File: src/rtl/blk_lock_bank.sv
module blk_lock_bank #(
  parameter int NBLK  = 8,
  parameter int IDX_W = 4,
  parameter int DW    = 8
) (
  input  logic                    clk,
  input  logic                    rst_n,
  input  logic                    reg_rd,
  input  logic                    reg_wr,
  input  logic [IDX_W-1:0]        reg_idx,
  input  logic [DW-1:0]           reg_wdata,
  output logic [DW-1:0]           reg_rdata,
  input  logic                    busy,
  input  logic                    op_start,
  input  logic [$clog2(NBLK)-1:0] op_blk,
  output logic                    op_permit,
  input  logic                    top_lock_n,
  input  logic                    wp_n
);
  localparam int BW  = $clog2(NBLK);
  localparam int TOP = NBLK - 1;

  logic [NBLK-1:0] wlock, ldown;

  wire [BW-1:0] sel      = reg_idx[BW-1:0];
  wire          idx_ok   = reg_idx < IDX_W'(NBLK);
  wire          acc_rd   = reg_rd && !busy;
  wire          acc_wr   = reg_wr && !busy && idx_ok && !ldown[sel];
  wire          is_top   = op_blk == BW'(TOP);
  wire          pin_prot = is_top ? !top_lock_n : !wp_n;
  wire          unused_wdata = ^reg_wdata[DW-1:2];

  assign op_permit = op_start && !(wlock[op_blk] || pin_prot);

  always_ff @(posedge clk or negedge rst_n) begin
    if (!rst_n) begin
      wlock     <= '1;
      ldown     <= '0;
      reg_rdata <= '0;
    end else begin
      if (acc_rd)
        reg_rdata <= idx_ok ? {{(DW-2){1'b0}}, ldown[sel], wlock[sel]} : '0;
      if (acc_wr) begin
        wlock[sel] <= reg_wdata[0];
        ldown[sel] <= reg_wdata[1];
      end
    end
  end

  for (genvar i = 0; i < NBLK; i++) begin : g_chk
    assert_frozen_R4: assert property (@(posedge clk) disable iff (!rst_n)
      ldown[i] |=> ldown[i] && $stable(wlock[i]));
  end

  assert_busy_hold_R8: assert property (@(posedge clk) disable iff (!rst_n)
    busy |=> $stable(reg_rdata) && $stable(wlock) && $stable(ldown));

  assert_unused_idx_R9: assert property (@(posedge clk) disable iff (!rst_n)
    (reg_wr && !idx_ok) |=> $stable(wlock) && $stable(ldown));

  assert_reserved_zero_R1: assert property (@(posedge clk) disable iff (!rst_n)
    reg_rdata[DW-1:2] == '0);

  assert_top_pin_R5: assert property (@(posedge clk) disable iff (!rst_n)
    (op_start && is_top && !top_lock_n) |-> !op_permit);

  assert_wp_pin_R5: assert property (@(posedge clk) disable iff (!rst_n)
    (op_start && !is_top && !wp_n) |-> !op_permit);

  assert_idle_R7: assert property (@(posedge clk) disable iff (!rst_n)
    !op_start |-> !op_permit);
endmodule

File: config.mk
export PLATFORM = sky130hd
export DESIGN_NAME = blk_lock_bank
export DESIGN_NICKNAME = d
export VERILOG_FILES = /design/src/rtl/blk_lock_bank.sv
export SDC_FILE = /design/constraint.sdc
export NUM_CORES = 1
export LEC_CHECK = 0
export BUFFER_PORTS_ARGS = -buffer_cell sky130_fd_sc_hd__buf_4
export CORE_MARGIN = 2
export CORE_UTILIZATION = 51
export CTS_BUF_LIST = sky130_fd_sc_hd__clkbuf_2 sky130_fd_sc_hd__clkbuf_4 sky130_fd_sc_hd__clkbuf_8
export CTS_CLUSTER_SIZE = 10
export DETAILED_ROUTE_END_ITERATION = 6
export GPL_TIMING_DRIVEN = 0
export MAX_ROUTING_LAYER = met4
export PLACE_DENSITY_LB_ADDON = 0.12
export SETUP_SLACK_MARGIN = 0.05
export SYNTH_ARGS = -nofsm -noshare
export SYNTH_HDL_FRONTEND = slang
export SYNTH_SLANG_ARGS = --single-unit
File: constraint.sdc
create_clock -name clk -period 1.46 [get_ports clk]
set_input_delay 0.219 -clock clk [delete_from_list [all_inputs] [get_ports clk]]
set_output_delay 0.219 -clock clk [all_outputs]
set_load 0.02 [all_outputs]
==> summary.txt <==
CTS
  • Clock sinks: 18
  • CTS Buf Count: 3
  • CTS clk-pin slew, worst paths: roughly 100 ps
  • Worst skew pair latency: roughly 300 ps
  • Clk root buf: clkbuf_4
  • CTS tree: built
  • Maximum clock path buffer count: 2
  • Max H-tree Level: 1

Floorplan
  • Die Width: between 40 and 50 µm
  • IO Pins: 32
  • Initial Utilization: a little over half
  • Die Height: 49.9 µm
  • Core area: slightly below 0.002 mm²
  • Row count: 16
  • Die footprint: ~0.0025 mm²

Finish
  • ANT cells: 0
  • Area grow syn2layout: 27.3%
  • Area of the multi-input gates: a little over 600 µm²
  • # fillers: between 100 and 150
  • NumNets Final: 154
  • Sequential cell area: about 460 µm²
  • Share of layout cells above drive strength 1: 43.8%
  • Cell area after layout: 0.00137 mm²

Route
  • Drc violations: 0
  • Vias: about 900
  • First drt pass iteration count: 5
  • Via-per-instance ratio: ~6
  • Post-route ant nets: 0
  • First DRT Iteration DRCs: 30
  • Routed WL per cell: around 16 µm
  • Routed wire length: approximately 2500 µm

Worst setup path
  • Critical Path AT: about 1600 ps
  • R2R depth: 4
  • CP Launch Point: wlock[2]
  • FF-to-FF setup slack: -60 ps
  • Crit Path Class: reg2out
  • Critical path required time: 1240 ps
  • RR Endpoint: ldown[0]
  • Reg-to-reg startpoint: ldown[0]
  • Setup crit end kind: output port
  • Nature of the critical path startpoint: flip-flop
  • CP max FO: 3

Global routing
  • GRT Util Overall: between 20% and 30%
  • Largest net degree at the start of global routing: 19
  • Number of global-route vias before repair: between 800 and 900
  • Total grt overflow: 0
  • Global-route wire length before repair: 4120 µm
  • Antenna violations before repair: 0

Min path
  • Hold crit path type: in2reg
  • Hold endpoint: wlock[0]
  • Worst Hold Depth: 2
  • Worst min-delay path startpoint: reg_wdata[0]

Pwr
  • Final total power: about 1.3 mW
  • Power per cell area: a little under 1000 mW/mm²
  • Worst vdd ir: around 0.8 mV
  • LEAKAGE: around 0.57 nW

STA
  • Crit path time final: 1770 ps
  • Rel. slew slack: 65.9%
  • Setup ws final: -308 ps
  • Final setup TNS: -449 ps
  • Max Clock Skew: 5.55 ps
  • Fin. Hold Viols: 0
  • RSZ-0062 raised after global routing: yes
  • Final setup fails: 6
  • Max Slew Vio Count: 0
  • Max frequency: around 0.57 GHz
  • Tcrit/Tclk final: 121%
  • Least-Margin Pin Slew: 511 ps

Run status
  • Status: finished with violations
  • Failing checks: setup timing

Placement
  • Hpwl dp: approximately 1800 µm
  • Port Buffer Count: 17
  • Routability cong.: about 0.83
  • Post-DP Area: 0.00125 mm²

Flow run
  • Max cap viols: 0

Synth
  • Sequential area share after synthesis: 42.9%
  • Syn Inst Count: 101
  • Netlist cell types: 33
  • Yosys synthesis warning count: 0
  • Avg Cell Area, Syn: between 10 and 15 µm²
  • EDFF count, synth: 0
  • Seq cells post-synth: 18
  • Netlist Area Pre-Place: 0.00107 mm²
  • Synth Flop Type: dfrtp_1
  • Post-synth ARST share: 100%
synth_stat cells (2+ instances only):
cell	n	area share [%]
dfstp_2	8	20
o21bai_1	7	4.9
o21ai_0	5	2.3
dfrtp_1	10	23
nand3b_1	4	2.8
nor3_1	4	1.9
mux2_2	8	8.4
buf_4	6	4.2
nand4b_1	3	2.5
o31ai_1	2	1.4
nand3_1	2	0.93
nor3b_1	2	1.4
nor2b_1	2	1.2
nor4_1	4	2.3
mux2_1	2	2.1
mux2i_1	4	3.7
nand2_1	5	1.8
nand2b_1	2	1.2
buf_2	3	1.4
a211o_1	2	1.6
nor2_1	3	1.1
clkbuf_1	2	0.70
registers in the layout, indices dropped and copies added, names as in the netlist:
register and cells:
wlock 8, reg_rdata 2, ldown 8
repair_timing:
item,CTS,global route
endpoints found under the hold margin,10,0
gates resized for setup,5,5
hold buffers,1,0
pin swaps,3,0
cloned,0,0
endpoints found under the setup margin,6,9
buffers inserted,2,0
placed cells by master, fill, tap and decap left out, types with 4 or more instances in the layout:
master	n
dfrtp_1	10
mux2_2	8
o21bai_1	7
nand2_1	5
o21ai_0	4
dfstp_2	8
mux2i_1	4
conb_1	6
nand3b_1	4
buf_4	24
worst max path at each step:
stage | to | cells past startpoint
after floorplan | wlock[0] | 5
after global placement | wlock[7] | 6
after detailed placement | wlock[7] | 6
after CTS | op_permit | 4
after global routing | op_permit | 4
final | op_permit | 4
metrics by stage:
step / std cells / utilization, % / setup WS (ps) / hold WS [ps]
floorplan: 106 / - / 49.2 / -76.6
global placement: 150 / 63.2 / -126 / 93.4
detailed placement: 150 / 63.2 / -148 / 98.6
CTS: 157 / 67.4 / -319 / 207
global route: 157 / 68.9 / -404 / 219
finish: 157 / 68.9 / -308 / 215
metal layers:
metal / global-route usage [%] / wire [µm] / vias to the layer above
met4: 10.2 / 47 / 0
met2: 35.3 / 1240 / 52
li1: - / - / 428
met5: - / 0 / -
met1: 28.7 / 1090 / 434
met3: 2.73 / 163 / 10
worst max-delay path, cell delays in order, from the launching register on:
cell,delay (ps)
dfstp_2,390
mux4_2,440
mux2i_1,140
a31o_2,170
buf_6,110
logic make-up (layout without fill, tap and decap cells):
kind of cell           Yosys count  after routing  synth area share (%)
DFF                             18             18                  42.9
buffers and inverters           12             36                  6.65
other                            1              6                 0.350
and+or+nand+nor                 34             34                  19.5
muxes                           15             15                  16.3
AOI/OAI and AO/OA               21             21                  14.2
report_power, final:
part | leakage (nW) | switching, mW | total [mW] | internal (mW)
Combinational | 0.342 | 0.164 | 0.352 | 0.188
Sequential | 0.207 | 0.0631 | 0.681 | 0.618
Clock | 0.0210 | 0.161 | 0.314 | 0.152
cell type report:
type	instances	share of cell area, %
Multi-Input combinational cell	76	44.5
Sequential cell	18	33.7
Timing Repair Buffer	20	11.5
Buffer	11	4.95
Clock buffer	4	2.66
Tap cell	27	2.47
Inverter	1	0.275
Power figures use the tool's default switching activity.
